--- src/rtl/sdcg_pkg.sv ---
package sdcg_pkg;

    typedef enum logic [3:0] {
        OP_DESEL,
        OP_NOP,
        OP_MRS,
        OP_REF,
        OP_PRE,
        OP_ACT,
        OP_WR,
        OP_RD,
        OP_BST
    } op_e;

    typedef struct packed {
        op_e  op;
        logic ap;      // address bit that means auto-precharge / all banks
    } cmd_t;

    typedef enum logic [2:0] {
        VC_NONE       = 3'd0,
        VC_LOCK       = 3'd1,
        VC_MRS_OPEN   = 3'd2,
        VC_EARLY      = 3'd3,
        VC_MODE_FIELD = 3'd4
    } viol_e;

    typedef struct packed {
        logic [2:0] cl;
        logic       bt;
        logic [2:0] blc;
    } mode_t;

    localparam logic [8:0] FULL_PAGE_LEN = 9'd256;

    function automatic mode_t mode_split(input logic [6:0] w);
        mode_t m;
        m.cl  = w[6:4];
        m.bt  = w[3];
        m.blc = w[2:0];
        return m;
    endfunction

    // Zero marks a reserved burst code.
    function automatic logic [8:0] burst_len(input logic [2:0] code);
        logic [8:0] len;
        case (code)
            3'd0:    len = 9'd1;
            3'd1:    len = 9'd2;
            3'd2:    len = 9'd4;
            3'd3:    len = 9'd8;
            3'd7:    len = FULL_PAGE_LEN;
            default: len = 9'd0;
        endcase
        return len;
    endfunction

    function automatic logic mode_legal(input logic [6:0] w);
        mode_t m;
        m = mode_split(w);
        return ((m.cl == 3'd2) || (m.cl == 3'd3)) && (burst_len(m.blc) != 9'd0);
    endfunction

endpackage

--- src/rtl/sdcg_decode.sv ---
module sdcg_decode
    import sdcg_pkg::*;
(
    input  logic cs_n,
    input  logic ras_n,
    input  logic cas_n,
    input  logic we_n,
    input  logic ap,
    output cmd_t cmd
);
    always_comb begin
        cmd.ap = ap;
        if (cs_n) begin
            cmd.op = OP_DESEL;
        end else begin
            case ({ras_n, cas_n, we_n})
                3'b000:  cmd.op = OP_MRS;
                3'b001:  cmd.op = OP_REF;
                3'b010:  cmd.op = OP_PRE;
                3'b011:  cmd.op = OP_ACT;
                3'b100:  cmd.op = OP_WR;
                3'b101:  cmd.op = OP_RD;
                3'b110:  cmd.op = OP_BST;
                default: cmd.op = OP_NOP;
            endcase
        end
    end
endmodule

--- src/rtl/sdcg_mode_reg.sv ---
module sdcg_mode_reg
    import sdcg_pkg::*;
#(
    parameter int WORD_W = 14
) (
    input  logic              clk,
    input  logic              rst,
    input  logic              wr_en,
    input  logic [WORD_W-1:0] word_in,
    output logic              valid,
    output logic [WORD_W-1:0] word_q,
    output mode_t             fields,
    output logic [8:0]        bl_len,
    output logic              full_page,
    output logic              cand_ok
);
    always_ff @(posedge clk) begin
        if (rst) begin
            valid  <= 1'b0;
            word_q <= '0;
        end else if (wr_en) begin
            valid  <= 1'b1;
            word_q <= word_in;
        end
    end

    always_comb begin
        fields    = mode_split(word_q[6:0]);
        bl_len    = burst_len(fields.blc);
        full_page = (bl_len == FULL_PAGE_LEN);
        cand_ok   = mode_legal(word_in[6:0]);
    end
endmodule

--- src/rtl/sdcg_bank_track.sv ---
module sdcg_bank_track #(
    parameter int NBANK  = 4,
    parameter int BANK_W = 2
) (
    input  logic              clk,
    input  logic              rst,
    input  logic              set_en,
    input  logic              clr_one,
    input  logic              clr_all,
    input  logic [BANK_W-1:0] sel,
    output logic [NBANK-1:0]  open_vec
);
    for (genvar b = 0; b < NBANK; b++) begin : g_bank
        logic open_q;
        logic hit;
        assign hit = (sel == BANK_W'(b));
        always_ff @(posedge clk) begin
            if (rst || clr_all) begin
                open_q <= 1'b0;
            end else if (hit && set_en) begin
                open_q <= 1'b1;
            end else if (hit && clr_one) begin
                open_q <= 1'b0;
            end
        end
        assign open_vec[b] = open_q;
    end
endmodule

--- src/rtl/sdcg_lockout.sv ---
module sdcg_lockout #(
    parameter int LOCK_W = 4
) (
    input  logic              clk,
    input  logic              rst,
    input  logic              load,
    input  logic [LOCK_W-1:0] load_val,
    output logic [LOCK_W-1:0] count,
    output logic              busy
);
    always_ff @(posedge clk) begin
        if (rst) begin
            count <= '0;
        end else if (load) begin
            count <= load_val;
        end else if (count != '0) begin
            count <= count - 1'b1;
        end
    end

    assign busy = (count != '0);
endmodule

--- src/rtl/sdram_cmd_guard.sv ---
module sdram_cmd_guard
    import sdcg_pkg::*;
#(
    parameter int NBANK  = 4,
    parameter int BANK_W = 2,
    parameter int ADDR_W = 12,
    parameter int AP_BIT = 10,
    parameter int TWR    = 2,
    parameter int TRP    = 3,
    parameter int LOCK_W = $clog2(8 + TWR + TRP)
) (
    input  logic                     clk,
    input  logic                     rst,
    input  logic                     cs_n,
    input  logic                     ras_n,
    input  logic                     cas_n,
    input  logic                     we_n,
    input  logic [BANK_W-1:0]        ba,
    input  logic [ADDR_W-1:0]        addr,
    input  logic                     viol_clr,
    output logic                     viol_valid,
    output logic [2:0]               viol_code,
    output logic [LOCK_W-1:0]        lock_count,
    output logic [NBANK-1:0]         bank_open,
    output logic                     mode_valid,
    output logic [BANK_W+ADDR_W-1:0] mode_word,
    output logic [2:0]               mode_cl,
    output logic                     mode_bt,
    output logic [8:0]               mode_bl_len
);
    localparam int WORD_W = BANK_W + ADDR_W;

    cmd_t              cmd;
    mode_t             fields;
    logic              full_page;
    logic              field_ok;
    logic              busy;
    logic              any_open;
    logic [LOCK_W-1:0] lock_val;
    viol_e             verdict;
    viol_e             viol_q;
    logic              do_mrs, do_act, do_close, do_close_all, do_lock;

    sdcg_decode u_dec (
        .cs_n  (cs_n),
        .ras_n (ras_n),
        .cas_n (cas_n),
        .we_n  (we_n),
        .ap    (addr[AP_BIT]),
        .cmd   (cmd)
    );

    sdcg_mode_reg #(.WORD_W(WORD_W)) u_mode (
        .clk       (clk),
        .rst       (rst),
        .wr_en     (do_mrs),
        .word_in   ({ba, addr}),
        .valid     (mode_valid),
        .word_q    (mode_word),
        .fields    (fields),
        .bl_len    (mode_bl_len),
        .full_page (full_page),
        .cand_ok   (field_ok)
    );

    sdcg_bank_track #(.NBANK(NBANK), .BANK_W(BANK_W)) u_banks (
        .clk      (clk),
        .rst      (rst),
        .set_en   (do_act),
        .clr_one  (do_close),
        .clr_all  (do_close_all),
        .sel      (ba),
        .open_vec (bank_open)
    );

    sdcg_lockout #(.LOCK_W(LOCK_W)) u_lock (
        .clk      (clk),
        .rst      (rst),
        .load     (do_lock),
        .load_val (lock_val),
        .count    (lock_count),
        .busy     (busy)
    );

    assign any_open = |bank_open;
    // Burst length minus one, plus write recovery and precharge time.
    assign lock_val = LOCK_W'(mode_bl_len) + LOCK_W'(TWR + TRP - 1);

    // Legality arbitration: a lockout refuses everything, then per-command rules.
    always_comb begin
        verdict      = VC_NONE;
        do_mrs       = 1'b0;
        do_act       = 1'b0;
        do_close     = 1'b0;
        do_close_all = 1'b0;
        do_lock      = 1'b0;
        if (cmd.op != OP_DESEL && cmd.op != OP_NOP) begin
            if (busy) begin
                verdict = VC_LOCK;
            end else begin
                case (cmd.op)
                    OP_MRS: begin
                        if (any_open)       verdict = VC_MRS_OPEN;
                        else if (!field_ok) verdict = VC_MODE_FIELD;
                        else                do_mrs  = 1'b1;
                    end
                    OP_ACT: do_act = 1'b1;
                    OP_PRE: begin
                        if (cmd.ap) do_close_all = 1'b1;
                        else        do_close     = 1'b1;
                    end
                    OP_RD: begin
                        if (!mode_valid)  verdict  = VC_EARLY;
                        else if (cmd.ap)  do_close = 1'b1;
                    end
                    OP_WR: begin
                        if (!mode_valid) begin
                            verdict = VC_EARLY;
                        end else if (cmd.ap && !full_page) begin
                            do_close = 1'b1;
                            do_lock  = 1'b1;
                        end
                    end
                    default: ;
                endcase
            end
        end
    end

    always_ff @(posedge clk) begin
        if (rst) begin
            viol_q <= VC_NONE;
        end else if (viol_clr || viol_q == VC_NONE) begin
            viol_q <= verdict;
        end
    end

    assign viol_valid = (viol_q != VC_NONE);
    assign viol_code  = viol_q;
    assign mode_cl    = fields.cl;
    assign mode_bt    = fields.bt;
endmodule

--- config.mk ---
export PLATFORM = sky130hd
export DESIGN_NAME = sdram_cmd_guard
export DESIGN_NICKNAME = d
export VERILOG_FILES = /design/src/rtl/sdcg_pkg.sv /design/src/rtl/sdcg_decode.sv /design/src/rtl/sdcg_mode_reg.sv /design/src/rtl/sdcg_bank_track.sv /design/src/rtl/sdcg_lockout.sv /design/src/rtl/sdram_cmd_guard.sv
export SDC_FILE = /design/constraint.sdc
export NUM_CORES = 1
export LEC_CHECK = 0
export BUFFER_PORTS_ARGS = -buffer_cell sky130_fd_sc_hd__buf_2
export CAP_MARGIN = 40
export CORE_UTILIZATION = 40
export DETAILED_ROUTE_END_ITERATION = 8
export GPL_ROUTABILITY_DRIVEN = 0
export PLACE_DENSITY_LB_ADDON = 0.05
export REMOVE_ABC_BUFFERS = 1
export SETUP_SLACK_MARGIN = 0.02
export SLEW_MARGIN = 15
export SYNTH_ARGS = -nofsm -noshare
export SYNTH_HDL_FRONTEND = slang
export SYNTH_HIERARCHICAL = 1
export SYNTH_SLANG_ARGS = --single-unit
--- constraint.sdc ---
create_clock -name clk -period 2.6 [get_ports clk]
set_input_delay 0.26 -clock clk [delete_from_list [all_inputs] [get_ports clk]]
set_output_delay 0.26 -clock clk [all_outputs]
set_load 0.01 [all_outputs]
==> flow_summary.json, run 1 <==
{
  "status": "finished, final reports clean",
  "netlist_instances": 166,
  "yosys.cell_types.count": 47,
  "hold_viol_final": 0,
  "max_freq_mhz": 446,
  "cp-start-kind": "register",
  "grt_max_degree": 30,
  "coreArea_sq_mm": 0.00344,
  "clockRootBuffer": "clkbuf_8",
  "power_density_mw_per_mm2": 660,
  "post_drt_via_cell_ratio": 4.98,
  "globalRouteOverflowTotal": 0,
  "clkTransAtPathRegs_ns": 0.09,
  "drtAntennaViolNets": 0,
  "syn_area_sq_mm": 0.00149,
  "synth_seq_cells": 26,
  "grt_pass1_vias": 1086,
  "reg2reg_from": "u_lock/count[0]",
  "r2r_slack_ns": 0.36,
  "required_ns": 2.80,
  "hold_class": "in2reg",
  "cts-buffers-inserted": 3,
  "min_to": "u_mode/word_q[4]",
  "grt_util_all_layers_pct": 15.3,
  "hold_start": "addr[4]",
  "cts.path.max_buffers": 2,
  "cpMaxStageDelayCell": "or4b_4",
  "avgSynthCellArea_sq_um": 8.99,
  "fin_crit_sh_pct": 86.2,
  "worst_setup_path_end_kind": "register",
  "path_class": "reg2reg",
  "insertion_delay_ns": 0.27,
  "nets": 234,
  "hpwlAfterDp_microns": 2300,
  "slowest_delay_ns": 0.52,
  "drv_slew": 0,
  "ys_warn_count": 6,
  "cts_tree": "yes",
  "layoutNonFillerInstCount": 256,
  "async_flop_share_pct": 0,
  "crit_chain": "inv_1 > ha_1 > nor3b_1 > inv_1 > nor4_1 > or4b_4 > o22ai_1",
  "n_fill_cell": 352,
  "cts-hold-fix-buffers": 0,
  "drive_above_1_share_pct": 36.7,
  "n_antenna_cell": 0,
  "antenna_found_initial": 0,
  "crit_family": "simple AND/OR/NAND/NOR gates",
  "clock_sinks": 26,
  "r2r-end": "u_banks/g_bank[0].open_q",
  "area_growth_syn_to_layout_pct": 16.9,
  "crit_buf_inv": 2,
  "vias": 1275,
  "p_leak_nw": 0.794,
  "peakVddDrop_uv": 198,
  "synth_area_leaders": "dfxtp_1, mux2i_1, buf_4, nor2_1, nand2_1",
  "wl_per_cell_microns": 11.9,
  "max-cap-violations": 0,
  "utilization_pct": 50.7,
  "period_needed_ns": 2.24,
  "grt_pass1_wl_microns": 4900,
  "tightestPinTransition_ns": 0.590,
  "rsz0062_at_grt": "no",
  "yosysSeqAreaShare_pct": 34.9,
  "io_pins": 61,
  "ys_top_cells_by_count": "dfxtp_1, nor2_1, buf_4",
  "post_cts_buffers": 0,
  "dr.pass1.iters": 4,
  "skew_ns": 0.00451,
  "arrival_ns": 2.44,
  "port_buffers": 56,
  "crit_fanout": 6,
  "die_h_microns": 63.1,
  "slew_headroom_pct": 60.4,
  "synth_top_area_share_pct": 34.9,
  "rows": 21,
  "worst-r2r-cell-count": 7,
  "finalSetupViolCount": 0,
  "fp.dieArea_sq_mm": 0.00398,
  "cpMostUsedCell": "inv_1",
  "setup_tns_ns": 0,
  "postCtsResizedCells": 0,
  "drc": 0,
  "die_x_microns": 63.1,
  "initial_core_util_pct": 43.4,
  "dp.cells": 252,
  "ys.flop_type": "dfxtp_1",
  "yosysTopAreaCell": "dfxtp_1",
  "holdPathStages": 3,
  "total_power_mw": 1.15,
  "drtIter0Drc": 37,
  "yosysMostFrequentCell": "dfxtp_1",
  "routed_wirelength_microns": 3050,
  "synth_edf_count": 0,
  "h-tree-depth": 1
}
## sequential cells by signal, indices dropped and copies added (netlist names)
name and count:
u_mode/word_q 14, u_lock/count 4, u_banks/g_bank.open_q 4, u_mode/valid 1, viol_code 3
## cell usage in the layout (no fill, tap or decap), types with 3 or more instances in the layout
master,instances
buf_2,56
dfxtp_1,26
nor2_1,24
mux2i_1,14
nand2_1,10
inv_1,8
o22ai_1,6
nor3b_1,5
clkbuf_8,4
conb_1,4
nor3_1,3
a21oi_1,3
xnor2_1,3
## cell families (layout without fill, tap and decap cells)
| group | Yosys count | count (layout) | synth area share [%] |
|---|---|---|---|
| DFF | 26 | 26 | 34.9 |
| other | 1 | 4 | 0.251 |
| AOI/OAI and AO/OA | 20 | 20 | 10.4 |
| and+or+nand+nor | 69 | 69 | 27.0 |
| xor gates and xnor gates | 4 | 4 | 2.35 |
| adders and majority gates | 2 | 2 | 1.68 |
| buffers and inverters | 29 | 70 | 13.3 |
| muxes | 15 | 15 | 10.1 |
## worst min-delay path, delay by kind of cell
kind	cells	cell delay (ns)
AND/OR/NAND/NOR	1	0.07
buffers and inverters	1	0.07
multiplexers	1	0.05
## layer usage
layer  part of all wire [%]  GRT usage, %
met5                      0             0
met4                   0.39          4.36
met3                    5.8          2.72
met2                     49          26.3
met1                     45          19.2
## power breakdown
| group | switching (mW) | internal, mW | leakage [nW] | total [mW] |
|---|---|---|---|---|
| clock | 0.127 | 0.135 | 0.0288 | 0.262 |
| sequential | 0.0374 | 0.438 | 0.211 | 0.475 |
| combinational | 0.214 | 0.202 | 0.555 | 0.416 |
## worst max-delay path by stage
| stage | startpoint | to | cells past startpoint |
|---|---|---|---|
| finish | u_lock/count[0] | u_banks/g_bank[0].open_q | 7 |
| global route | u_lock/count[0] | u_mode/word_q[2] | 10 |
| CTS | u_lock/count[0] | u_banks/g_bank[0].open_q | 7 |
| detailed placement | cas_n | u_banks/g_bank[0].open_q | 8 |
| global placement | cas_n | u_banks/g_bank[0].open_q | 8 |
| floorplan | u_lock/count[0] | u_mode/word_q[0] | 9 |
## per-stage QoR
stage	cell area, sq um	worst slack (ns)	hold WS (ns)
2_1_floorplan	1340	-0.228	0.322
3_3_place_gp	1690	0.304	0.449
3_5_place_dp	1690	0.269	0.459
4_1_cts	1750	0.333	0.217
5_1_grt	1750	0.111	0.222
6_report	1750	0.359	0.223
## cell type report
type / count / area, sq um / share of cell area [%]
timing repair buffer: 58 / 295 / 16.9
multi-input combinational: 114 / 787 / 45.1
sequential: 26 / 520 / 29.8
tap: 46 / 57.6 / 3.30
inverter: 8 / 30.0 / 1.72
clock buffer: 4 / 55.1 / 3.15
Note: power is estimated with default switching activity, not from simulation.
==> inputs of run 2 (changes only) <==
- ABC_AREA: not set -> 1
- CORE_ASPECT_RATIO: not set -> 0.7
==> run 2 against run 1 <==
Effect of this change: synthesized cell count rose by 53%; die area is 5.7% higher; first-iteration DRC count increased by 86%; clock power increased by 31%; clock-buffer cell count is 1 lower; hold slack gained 0.020 ns; largest power group unchanged; highest routed layer unchanged.
==> flow_summary.json, run 2 <==
{
  "postCtsResizedCells": 0,
  "grt_util_all_layers_pct": 16.2,
  "die_x_microns": 77.1,
  "yosysMostFrequentCell": "nand2_1",
  "io_pins": 61,
  "synth_seq_cells": 26,
  "post_drt_via_cell_ratio": 4.40,
  "n_antenna_cell": 0,
  "max-cap-violations": 0,
  "layoutNonFillerInstCount": 347,
  "final_design_area_no_fill_sq_mm": 0.00186,
  "slowest_delay_ns": 0.34,
  "insertion_delay_ns": 0.27,
  "slew_headroom_pct": 55.8,
  "nets": 321,
  "arrival_ns": 2.04,
  "ys.flop_type": "dfxtp_1",
  "antenna_found_initial": 0,
  "cpMostUsedCell": "nand2_1",
  "post_cts_buffers": 0,
  "drtIter0Drc": 69,
  "crit_chain": "inv_1 > ha_1 > nand2_1 > inv_1 > nand2_2 > nor4_2 > buf_4 > nand2_1 > nand2_1 > nor2_1",
  "hold_viol_final": 0,
  "skew_ns": 0.00348,
  "max_flop_register": "u_mode/word_q",
  "peakVddDrop_uv": 312,
  "cts_tree": "yes",
  "clockRootBuffer": "clkbuf_8",
  "place_ws_ns": 0.641,
  "cts-buffers-inserted": 3,
  "syn_area_sq_mm": 0.00158,
  "rsz0062_at_grt": "no",
  "vias": 1527,
  "grt_pass1_wl_microns": 5350,
  "grt_max_degree": 30,
  "n_fill_cell": 401,
  "finalSetupViolCount": 0,
  "synth_edf_count": 0,
  "avgSynthCellArea_sq_um": 6.22,
  "clkTransAtPathRegs_ns": 0.10,
  "status": "finished, final reports clean",
  "async_flop_share_pct": 0,
  "dp.cells": 343,
  "period_needed_ns": 1.86,
  "p_leak_nw": 1.00,
  "cpMaxStageDelayCell": "dfxtp_1",
  "drive_above_1_share_pct": 24.2,
  "coreArea_sq_mm": 0.00365,
  "die_h_microns": 54.6,
  "tightestPinTransition_ns": 0.657,
  "drv_slew": 0,
  "drc": 0,
  "ys_top_cells_by_count": "nand2_1, nor2_1, inv_1",
  "initial_core_util_pct": 43.3,
  "h-tree-depth": 1,
  "cts.path.max_buffers": 2,
  "rows": 18,
  "synth_top_area_share_pct": 33.0,
  "crit_fanout": 29,
  "synth_area_leaders": "dfxtp_1, nand2_1, nor2_1, buf_4, inv_1",
  "yosysSeqAreaShare_pct": 33.0,
  "path_class": "reg2reg",
  "setup_tns_ns": 0,
  "routed_wirelength_microns": 3320,
  "cts-hold-fix-buffers": 0,
  "grt_pass1_vias": 1243,
  "port_buffers": 56,
  "hpwlAfterDp_microns": 2470,
  "fin_crit_sh_pct": 71.7,
  "total_power_mw": 1.22,
  "yosysTopAreaCell": "dfxtp_1",
  "globalRouteOverflowTotal": 0,
  "worst_setup_path_end_kind": "register",
  "yosys.cell_types.count": 27,
  "ys_warn_count": 6,
  "hold_class": "in2reg",
  "cp-start-kind": "register",
  "wl_per_cell_microns": 9.55,
  "utilization_pct": 51.0,
  "fp.dieArea_sq_mm": 0.00421,
  "final_cell_mix": "nand2_1, buf_2, nor2_1, inv_1, dfxtp_1",
  "dr.pass1.iters": 4,
  "final.setup.worst_slack_ns": 0.735,
  "placed_cell_area_sq_mm": 0.00179,
  "drtAntennaViolNets": 0,
  "largest_reg_flops": 14,
  "max_freq_mhz": 536,
  "area_growth_syn_to_layout_pct": 17.7,
  "required_ns": 2.78,
  "netlist_instances": 254,
  "whs_ns": 0.243,
  "reg_top3": "u_mode/word_q x14, u_banks/g_bank.open_q x4, u_lock/count x4",
  "power_density_mw_per_mm2": 658,
  "final_common_cell": "nand2_1",
  "clock_sinks": 26
}
-- run 2: worst paths after layout --
check	depth (start not counted)	end	slack, ns	startpoint
hold reg to reg	2	u_mode/word_q[9]	0.47	u_mode/word_q[9]
setup reg to reg	10	u_mode/word_q[5]	0.74	u_lock/count[0]
hold / removal	2	viol_code[1]	0.24	rst
setup / recovery	10	u_mode/word_q[5]	0.74	u_lock/count[0]
-- run 2: final cells by class --
| cell class | instances | area [sq um] | area share [%] |
|---|---|---|---|
| Clock buffer | 3 | 41.3 | 2.22 |
| Clock inverter | 1 | 30.0 | 1.62 |
| Inverter | 39 | 146 | 7.87 |
| Multi-Input combinational cell | 171 | 771 | 41.5 |
| Sequential cell | 26 | 520 | 28.0 |
| Tap cell | 50 | 62.6 | 3.36 |
| Timing Repair Buffer | 57 | 288 | 15.5 |
-- run 2: logic make-up after synthesis --
kind of cell             share of synthesized area (%)
AND/OR/NAND/NOR                                   40.3
buffers and inverters                             19.3
flip-flops                                        33.0
AO/OA/AOI/OAI                                     4.99
adder cells (fa/ha/maj)                           1.58
XOR/XNOR                                         0.555
other                                            0.237
-- run 2: worst max-delay path: cells and delay by family (launching register included) --
kind	cells	cell delay, ns
buf+inv	3	0.58
fa+ha+maj	1	0.24
simple gates	6	0.59
flops	1	0.34
-- run 2: metal layers --
layer,global-route usage [%],up-vias,routed length [microns]
met5,0,-,0
met4,3.46,0,12
met3,4.50,2,174
met2,25.7,41,1300
met1,22.2,645,1830
li1,-,839,-
-- run 2: report_power, final --
part           leakage (nW)  switching [mW]  internal (mW)
sequential            0.211          0.0370          0.434
combinational         0.756           0.252          0.158
clock                0.0357           0.136          0.206
total                  1.00           0.425          0.799
